==> src/rtl/evc_pkg.sv <==
// Shared encodings for the edge event counter.
// Assumes: mode and edge field widths are fixed by the control layout.
package evc_pkg;
    typedef enum logic [1:0] {
        EDGE_NONE = 2'b00,
        EDGE_RISE = 2'b01,
        EDGE_FALL = 2'b10,
        EDGE_BOTH = 2'b11
    } edge_sel_e;

    localparam int MODE_W = 3;
    localparam logic [MODE_W-1:0] MODE_EVENT = 3'b001;
endpackage

==> src/rtl/evc_sync.sv <==
// Multi-stage synchronizer for an asynchronous single-bit input.
// Assumes: STAGES >= 2; output is reset low.
module evc_sync #(
    parameter int STAGES = 2
) (
    input  logic clk,
    input  logic rst_n,
    input  logic async_in,
    output logic sync_out
);
    logic [STAGES-1:0] chain_q;

    // Shift the input through the flop chain.
    always_ff @(posedge clk) begin
        if (!rst_n) chain_q <= '0;
        else        chain_q <= {chain_q[STAGES-2:0], async_in};
    end

    assign sync_out = chain_q[STAGES-1];
endmodule

==> src/rtl/evc_edge_det.sv <==
// Qualifies transitions of a synchronized signal against the edge select.
// Assumes: input is already synchronous; yields at most one pulse per clock.
module evc_edge_det
    import evc_pkg::*;
(
    input  logic      clk,
    input  logic      rst_n,
    input  logic      sig_sync,
    input  edge_sel_e edge_sel,
    output logic      evt_pulse
);
    logic prev_q;
    logic rise, fall;

    // Remember the previous synchronized sample.
    always_ff @(posedge clk) begin
        if (!rst_n) prev_q <= 1'b0;
        else        prev_q <= sig_sync;
    end

    assign rise = sig_sync & ~prev_q;
    assign fall = ~sig_sync & prev_q;

    // Pick the qualifying transitions.
    always_comb begin
        unique case (edge_sel)
            EDGE_NONE: evt_pulse = 1'b0;
            EDGE_RISE: evt_pulse = rise;
            EDGE_FALL: evt_pulse = fall;
            EDGE_BOTH: evt_pulse = rise | fall;
        endcase
    end
endmodule

==> src/rtl/evc_count_core.sv <==
// Count register, period shadow buffer and match pulse generation.
// Assumes: start and run come from the control register; evt_pulse lasts one cycle.
module evc_count_core #(
    parameter int CNT_W = 16
) (
    input  logic             clk,
    input  logic             rst_n,
    input  logic             start,
    input  logic             run,
    input  logic             evt_pulse,
    input  logic [CNT_W-1:0] per_reg,
    output logic [CNT_W-1:0] count_q,
    output logic             match_irq
);
    localparam logic [CNT_W-1:0] CNT_INIT = '1;

    logic [CNT_W-1:0] per_buf_q;
    logic             hit;

    assign hit = run && evt_pulse && (count_q == per_buf_q);

    // Advance, clear or restart the count.
    always_ff @(posedge clk) begin
        if (!rst_n)                count_q <= CNT_INIT;
        else if (start)            count_q <= '0;
        else if (hit)              count_q <= '0;
        else if (run && evt_pulse) count_q <= count_q + 1'b1;
    end

    // Load the shadow period at start and after each match.
    always_ff @(posedge clk) begin
        if (!rst_n)            per_buf_q <= CNT_INIT;
        else if (start || hit) per_buf_q <= per_reg;
    end

    // Register the match as a single-cycle pulse.
    always_ff @(posedge clk) begin
        if (!rst_n) match_irq <= 1'b0;
        else        match_irq <= hit && !start;
    end
endmodule

==> src/rtl/edge_event_counter.sv <==
// Top of the edge event counter: control and period registers plus datapath.
// Assumes: writes are single-cycle strobes; evt_in is asynchronous to clk.
module edge_event_counter
    import evc_pkg::*;
#(
    parameter int CNT_W       = 16,
    parameter int SYNC_STAGES = 2
) (
    input  logic             clk,
    input  logic             rst_n,
    input  logic             ctl_we,
    input  logic             ctl_en,
    input  logic [1:0]       ctl_edge,
    input  logic [2:0]       ctl_mode,
    input  logic             per_we,
    input  logic [CNT_W-1:0] per_wdata,
    input  logic             evt_in,
    output logic             match_irq,
    output logic [CNT_W-1:0] count_q
);
    logic              en_q;
    edge_sel_e         edge_q;
    logic [MODE_W-1:0] mode_q;
    logic [CNT_W-1:0]  per_q;
    logic              start, run, evt_sync, evt_pulse;

    assign start = ctl_we && ctl_en && !en_q;
    assign run   = en_q && (mode_q == MODE_EVENT);

    // Hold the control fields.
    always_ff @(posedge clk) begin
        if (!rst_n) begin
            en_q   <= 1'b0;
            edge_q <= EDGE_NONE;
            mode_q <= '0;
        end else if (ctl_we) begin
            en_q   <= ctl_en;
            edge_q <= edge_sel_e'(ctl_edge);
            mode_q <= ctl_mode;
        end
    end

    // Hold the programmed period.
    always_ff @(posedge clk) begin
        if (!rst_n)      per_q <= '1;
        else if (per_we) per_q <= per_wdata;
    end

    evc_sync #(.STAGES(SYNC_STAGES)) i_sync (
        .clk      (clk),
        .rst_n    (rst_n),
        .async_in (evt_in),
        .sync_out (evt_sync)
    );

    evc_edge_det i_edge (
        .clk       (clk),
        .rst_n     (rst_n),
        .sig_sync  (evt_sync),
        .edge_sel  (edge_q),
        .evt_pulse (evt_pulse)
    );

    evc_count_core #(.CNT_W(CNT_W)) i_core (
        .clk       (clk),
        .rst_n     (rst_n),
        .start     (start),
        .run       (run),
        .evt_pulse (evt_pulse),
        .per_reg   (per_q),
        .count_q   (count_q),
        .match_irq (match_irq)
    );
endmodule

==> config.mk <==
export PLATFORM = sky130hd
export DESIGN_NAME = edge_event_counter
export DESIGN_NICKNAME = d
export VERILOG_FILES = /design/src/rtl/evc_pkg.sv /design/src/rtl/evc_sync.sv /design/src/rtl/evc_edge_det.sv /design/src/rtl/evc_count_core.sv /design/src/rtl/edge_event_counter.sv
export SDC_FILE = /design/constraint.sdc
export NUM_CORES = 1
export LEC_CHECK = 0
export ABC_AREA = 1
export CAP_MARGIN = 10
export CORE_ASPECT_RATIO = 1.4
export CORE_MARGIN = 3
export CORE_UTILIZATION = 39
export CTS_CLUSTER_SIZE = 30
export DETAILED_ROUTE_END_ITERATION = 16
export SLEW_MARGIN = 20
export SYNTH_ARGS = -nofsm -noshare
export SYNTH_HDL_FRONTEND = slang
export SYNTH_HIERARCHICAL = 1
export SYNTH_SLANG_ARGS = --single-unit
==> constraint.sdc <==
create_clock -name clk -period 1.84 [get_ports clk]
set_clock_uncertainty 0.05 [all_clocks]
set_input_delay 0.368 -clock clk [delete_from_list [all_inputs] [get_ports clk]]
set_output_delay 0.368 -clock clk [all_outputs]
set_load 0.05 [all_outputs]
== After elaboration in Yosys (flattened, before gate mapping) ==
Cells that the tools add are included.
Word-level totals
  flip-flop bits (word level): 58
  bits of input ports: 27
  logic and storage cells: 35
Cells by class
  add/subtract/negate cells: 1
  eq/ne operators: 5
  multiplexer cells: 4
  bitwise gates (word level): 5
  reductions and logical operators: 11
Operators with widths (count)
  16-bit 2-to-1 mux: 3
  16-bit by 1-bit adder with 16-bit output (second input constant): 1
  16-bit == test: 1
  1-bit logical AND: 6
  2-bit == test (second input constant): 2
  1-bit case mux with 4 select lines: 1
  3-bit by 1-bit == test with 1-bit output (second input constant): 1
  3-bit nonzero test: 1
  1-bit bitwise AND: 2
  2-bit by 1-bit == test with 1-bit output (second input constant): 1
  1-bit logical NOT: 2
  2-bit logical NOT: 1
  1-bit inverter: 2
  1-bit logical OR: 1
  1-bit OR: 1

== Depth between registers and ports, before layout ==
  word-level depth: 8
  depth in mapped cells: 14

== By module ==
The synthesis kept the hierarchy.
Modules (own cells, without submodules)
  evc_count_core: times used 1, cells each 250, area each 1710.4 µm², seq. area each 660.6 µm²
  edge_event_counter: times used 1, cells each 99, area each 865.8 µm², seq. area each 440.4 µm²
  evc_edge_det: times used 1, cells each 14, area each 91.3 µm², seq. area each 20.0 µm²
  evc_sync: times used 1, cells each 6, area each 55.1 µm², seq. area each 40.0 µm²

== Least setup slack after synthesis ==
OpenSTA, ideal clock, no wires.
  kind: reg-to-reg
  start point: register i_sync.chain_q[1]
  end point: register i_core.per_buf_q[5]
  library setup time: 134 ps
  arrival time: 1735 ps
  required time: 1656 ps
  slack: -78 ps
  cell stages (with the launch flop): 14
  buffers on the path: 1
  cells stage by stage: dfxtp_1 > inv_1 > ha_1 > inv_1 > nand3_1 > nand3_1 > nand2_1 > a21oi_1 > nand3_1 > nor2_2 > nand3_4 > buf_2 > nand3_1 > nand3_1
On the way
  word-level cells in the longest chain between the ends: 7
  elaborated cells on any way between the ends: 8
  those cells by class: mux: 1; bitwise: 4; reduce/logical: 3
Ends and longest elaborated chain
  start: declaration: line evc_sync.sv:11  | logic [STAGES-1:0] chain_q;
  start signal: assignment: line evc_sync.sv:16  | else chain_q <= {chain_q[STAGES-2:0], async_in};
  1-bit inverter: line evc_edge_det.sv:22  | assign fall = ~sig_sync & prev_q;
  1-bit bitwise AND: line evc_edge_det.sv:22
  1-bit OR: line evc_edge_det.sv:30  | EDGE_BOTH: evt_pulse = rise | fall;
  1-bit case mux with 4 select lines *: line evc_edge_det.sv:26  | unique case (edge_sel)
  net evt_pulse: line edge_event_counter.sv:25  | logic start, run, evt_sync, evt_pulse;
  1-bit logical AND * (2 in a row): line evc_count_core.sv:20  | assign hit = run && evt_pulse && (count_q == per_buf_q);
  1-bit logical OR *: line evc_count_core.sv:33  | else if (start || hit) per_buf_q <= per_reg;
  end signal: assignment: line evc_count_core.sv:33
  end: declaration: line evc_count_core.sv:17  | logic [CNT_W-1:0] per_buf_q;
The timed path passes the listed nets; every way through them passes the cells marked *.
A chain may end at the register's enable or synchronous reset.

== Final worst setup path ==
  start point: register i_sync.chain_q[1]
  end point: register i_core.count_q[3]
On the way
  word-level cells in the longest chain between the ends: 8
  elaborated cells on any way between the ends: 10
  those cells by class: mux: 3; bitwise: 4; reduce/logical: 3
Ends and longest elaborated chain
  1-bit inverter: line evc_edge_det.sv:22
  1-bit bitwise AND: line evc_edge_det.sv:22
  1-bit OR: line evc_edge_det.sv:30
  1-bit case mux with 4 select lines *: line evc_edge_det.sv:26
  net evt_pulse: line edge_event_counter.sv:25
  1-bit logical AND *: line evc_count_core.sv:20, evc_count_core.sv:27
  1-bit logical AND: line evc_count_core.sv:20
  16-bit 2-to-1 mux: line evc_count_core.sv:26  | else if (hit) count_q <= '0;
  16-bit 2-to-1 mux: line evc_count_core.sv:25  | else if (start) count_q <= '0;
  end signal: assignment: line evc_count_core.sv:27  | else if (run && evt_pulse) count_q <= count_q + 1'b1;
  end: declaration: line evc_count_core.sv:12  | output logic [CNT_W-1:0] count_q,
Marked as above.

==> results.rst <==
.. list-table::
   :header-rows: 1

   * - Metric
     - Value
   * - Status
     - finished clean
   * - Maximum capacitance violations
     - 0
   * - Wire length of the first global-routing pass
     - just over 10 mm
   * - Antenna violations before repair
     - 0
   * - Vias in the first global route
     - 2298
   * - Residual antenna-violating net count after detailed routing
     - 0
   * - R2R cell count
     - 13
   * - Setup TNS
     - 0 ns
   * - Post-detailed-route wirelength per cell
     - 11.4 microns
   * - Fraction of layout cells with a size suffix above 1
     - 26.0%
   * - Drt drc
     - 0
   * - Starting Density
     - 40.6%
   * - Max frequency
     - 560 MHz
   * - Category of the most critical setup path
     - register to register
   * - Cell area after synthesis
     - 2720 sq um
   * - Post-layout net count
     - between 400 and 500
   * - Cell at the root of the clock tree
     - sky130_fd_sc_hd__clkbuf_8
   * - Total power divided by cell area
     - 937 nW/um^2
   * - Path class of the lowest-slack min-delay path
     - register to register
   * - Pin count of the biggest net entering global routing
     - 34
   * - Area share of the leading cell type in the synthesized netlist
     - 42.6%
   * - Slew Limit Headroom
     - 65.6%
   * - Total cell area at the placement stage
     - between 3000 and 4000 sq um
   * - Stage delay of the slowest cell on the critical path
     - 0.33 ns
   * - Number of rows created at floorplan
     - 35
   * - Number of clock sinks
     - 58
   * - WP data arrival
     - 1.94 ns
   * - Total power draw
     - 3.40 mW
   * - Clock Path Buffers
     - 2
   * - Critical path peak fanout
     - 6
   * - Total leakage power
     - approximately 1.8 nW
   * - Input/output buffers
     - 43
   * - Portion of the post-synthesis area used by sequential elements
     - 42.6%
   * - Total global-route track usage
     - between 10% and 20%
   * - Total iterations of the first detailed-routing run
     - 4
   * - Final estimated routing congestion in global placement
     - 0.811
   * - Worst hold start
     - i_sync/chain_q[0]
   * - Placed wire-length estimate after detailed placement
     - 4.25 mm
   * - Post-route design area
     - 3630 sq um
   * - Critical-path cell with the highest stage delay
     - sky130_fd_sc_hd__dfxtp_2
   * - Layout overhead on the synthesized area
     - 33.3%
   * - Die X
     - 76.6 microns
   * - Required time of the critical path
     - around 2.0 ns
   * - Setup repair after global routing missed its margin
     - yes
   * - Proportion of synthesized flip-flops having asynchronous set or reset
     - 0%
   * - Maximum vdd drop
     - just under 0.5 mV
   * - Y dimension of the die
     - 105 microns
   * - Reg2Reg Launch Point
     - i_sync/chain_q[1]
   * - Final period util
     - 97.1%
   * - Leading cell types by total area after synthesis
     - sky130_fd_sc_hd__dfxtp_1, sky130_fd_sc_hd__nand2_1, sky130_fd_sc_hd__nand3_1, sky130_fd_sc_hd__inv_1, sky130_fd_sc_hd__nand3_2
   * - Violation count after the first detailed-routing iteration
     - approximately 130
   * - Number of logic stages on the critical path including buffering
     - 13
   * - CP top delay family
     - simple AND/OR/NAND/NOR gates
   * - Post-layout utilization of the core
     - 54.2%
   * - List of cells traversed by the critical path
     - inv_2, ha_4, inv_2, nand3_2, nand3_2, nand2_2, a21oi_2, nand3_1, nor2_2, nand3_4, nand2_8, buf_6, o21ai_2
   * - Number of warning messages in the yosys log
     - 6
   * - Type of element capturing the critical path
     - register
   * - Die ar.
     - 8030 sq um
   * - Average vias per placed instance
     - ~4.6
   * - Routed wire length
     - 6.03 mm
   * - Synthesized net count
     - ~400
   * - Main synth FF type
     - sky130_fd_sc_hd__dfxtp_1
   * - Slew Limit Fails
     - 0
   * - Slew @ Worst Pin
     - just over 0.5 ns
   * - Final worst path period need
     - 1.79 ns
   * - Endpoints failing setup
     - 0
   * - Number of diodes added for antenna fixing
     - 0
   * - Number of instances in the synthesized netlist
     - 369
   * - Hold worst-path end
     - i_sync/chain_q[1]
   * - Reg-to-reg critical path endpoint
     - i_core/count_q[3]
   * - Clock Pin Slew Worst Setup and Hold Paths
     - 0.07 ns
   * - Most numerous cell in the Yosys netlist
     - sky130_fd_sc_hd__nand2_1
   * - Congestion Overflow GR
     - 0
   * - Number of unique standard cell types used by synthesis
     - 28
   * - Via Count
     - 2448
   * - Number of primary I/O pins
     - 44
   * - Number of flops mapped to enable cells by yosys
     - 0
   * - H-tree lvl count
     - 3
   * - Clock latency at the later pin of the worst-skew pair
     - ~0.34 ns
   * - Crit start category
     - register
   * - Number of hold-slack violations in the final timing report
     - 0
   * - Cell depth of the worst min-delay path
     - 2
   * - Leading area contributor after synthesis
     - sky130_fd_sc_hd__dfxtp_1
   * - Core footprint
     - between 6000 and 7000 sq um
   * - Ranking of synthesized cells by instance count
     - sky130_fd_sc_hd__nand2_1, sky130_fd_sc_hd__dfxtp_1, sky130_fd_sc_hd__nand3_1, sky130_fd_sc_hd__inv_1, sky130_fd_sc_hd__nor2_1
   * - Total of flip-flops plus latches after synthesis
     - 58
   * - Setup slack on the worst flop-to-flop path
     - approximately 0.054 ns
   * - Avg Inst Size Synth
     - around 7.4 sq um
   * - CP Buf/Inv Count
     - 3
   * - CTS buffer count
     - 9
   * - TritonCTS clock tree
     - yes
-- repair_timing --
| action | in CTS | in global routing |
|---|---|---|
| hold buffers | 0 | 0 |
| cloned | 0 | 0 |
| setup endpoints to repair | 31 | 33 |
| buffers inserted | 0 | 1 |
| resized for setup | 25 | 12 |
| pin swaps | 7 | 6 |
-- how the worst max path moves through the flow --
stage                            from                  to
global route        i_sync/chain_q[1]   i_core/count_q[5]
floorplan           i_sync/chain_q[1]  i_core/count_q[11]
global placement               ctl_we  i_core/count_q[12]
CTS                 i_sync/chain_q[1]   i_core/count_q[4]
detailed placement             ctl_we  i_core/count_q[12]
finish              i_sync/chain_q[1]   i_core/count_q[3]
-- power breakdown --
part	internal [mW]	switching, mW
Clock	0.759	0.533
Sequential	1.35	0.0924
Combinational	0.268	0.399
Total	2.38	1.02
-- worst register-to-register path, delay by kind of cell, from the launching register on --
family	cells	cell delay, ns
adder cells (fa/ha/maj)	1	0.20
flip-flops	1	0.33
AND/OR/NAND/NOR	7	0.70
buffers and inverters	3	0.23
AO/OA/AOI/OAI	2	0.16
-- stage by stage --
step	hold WS [ns]	setup slack (ns)	std cells
2_1_floorplan	0.340	0.00858	369
3_3_place_gp	0.346	-0.289	510
3_5_place_dp	0.366	-0.330	510
4_1_cts	0.376	0.00823	526
5_1_grt	0.405	-0.147	527
6_report	0.368	0.0537	527
-- sequential cells by signal, summed over array words and instances (netlist names) --
register and count:
i_core/per_buf_q 16, en_q 1, edge_q 2, i_core/count_q 16
mode_q 3, per_q 16, i_sync/chain_q 2, i_core/match_irq 1
i_edge/prev_q 1
-- cells in the final DEF, fill, tap and decap left out, drive strengths merged --
| master | netlist | layout |
|---|---|---|
| nand2 | 126 | 126 |
| nand3 | 61 | 61 |
| dfxtp | 58 | 58 |
| inv | 40 | 40 |
| buf | 9 | 37 |
| clkdlybuf4s50 | 0 | 25 |
| nor2 | 24 | 24 |
| o21ai | 16 | 16 |
| clkbuf | 3 | 9 |
| xor2 | 9 | 9 |
| nor3 | 7 | 7 |
| xnor2 | 5 | 5 |
| nand4 | 3 | 3 |
| clkinv | 0 | 3 |
| ha | 3 | 3 |
| bufinv | 0 | 2 |
| clkinvlp | 0 | 2 |
| o21bai | 2 | 2 |
| a21oi | 2 | 2 |
| nor3b | 1 | 1 |
-- cell type report --
class                           instances  area, sq um
Inverter                               40          155
Tap cell                               92          115
Clock inverter                          7         93.8
Clock buffer                            9          124
Sequential cell                        58         1170
Timing Repair Buffer                   62          561
Multi-Input combinational cell        259         1410
Fill cell                             638         3070
-- metal layers --
layer	global-route usage, %	routed length, microns
met1	19.7	2710
met2	26.4	2960
met3	3.62	203
met4	7.77	147
met5	0	0
-- cells by family (layout without fill, tap and decap cells) --
group | count (synthesis) | count (layout) | share of synthesized area, %
AO/OA/AOI/OAI | 20 | 20 | 3.86
XOR/XNOR | 14 | 14 | 4.50
adder cells (fa/ha/maj) | 3 | 3 | 1.38
buffers and inverters | 52 | 118 | 8.96
flip-flops | 58 | 58 | 42.6
AND/OR/NAND/NOR | 222 | 222 | 38.6
Note: power is estimated with default switching activity, not from simulation.
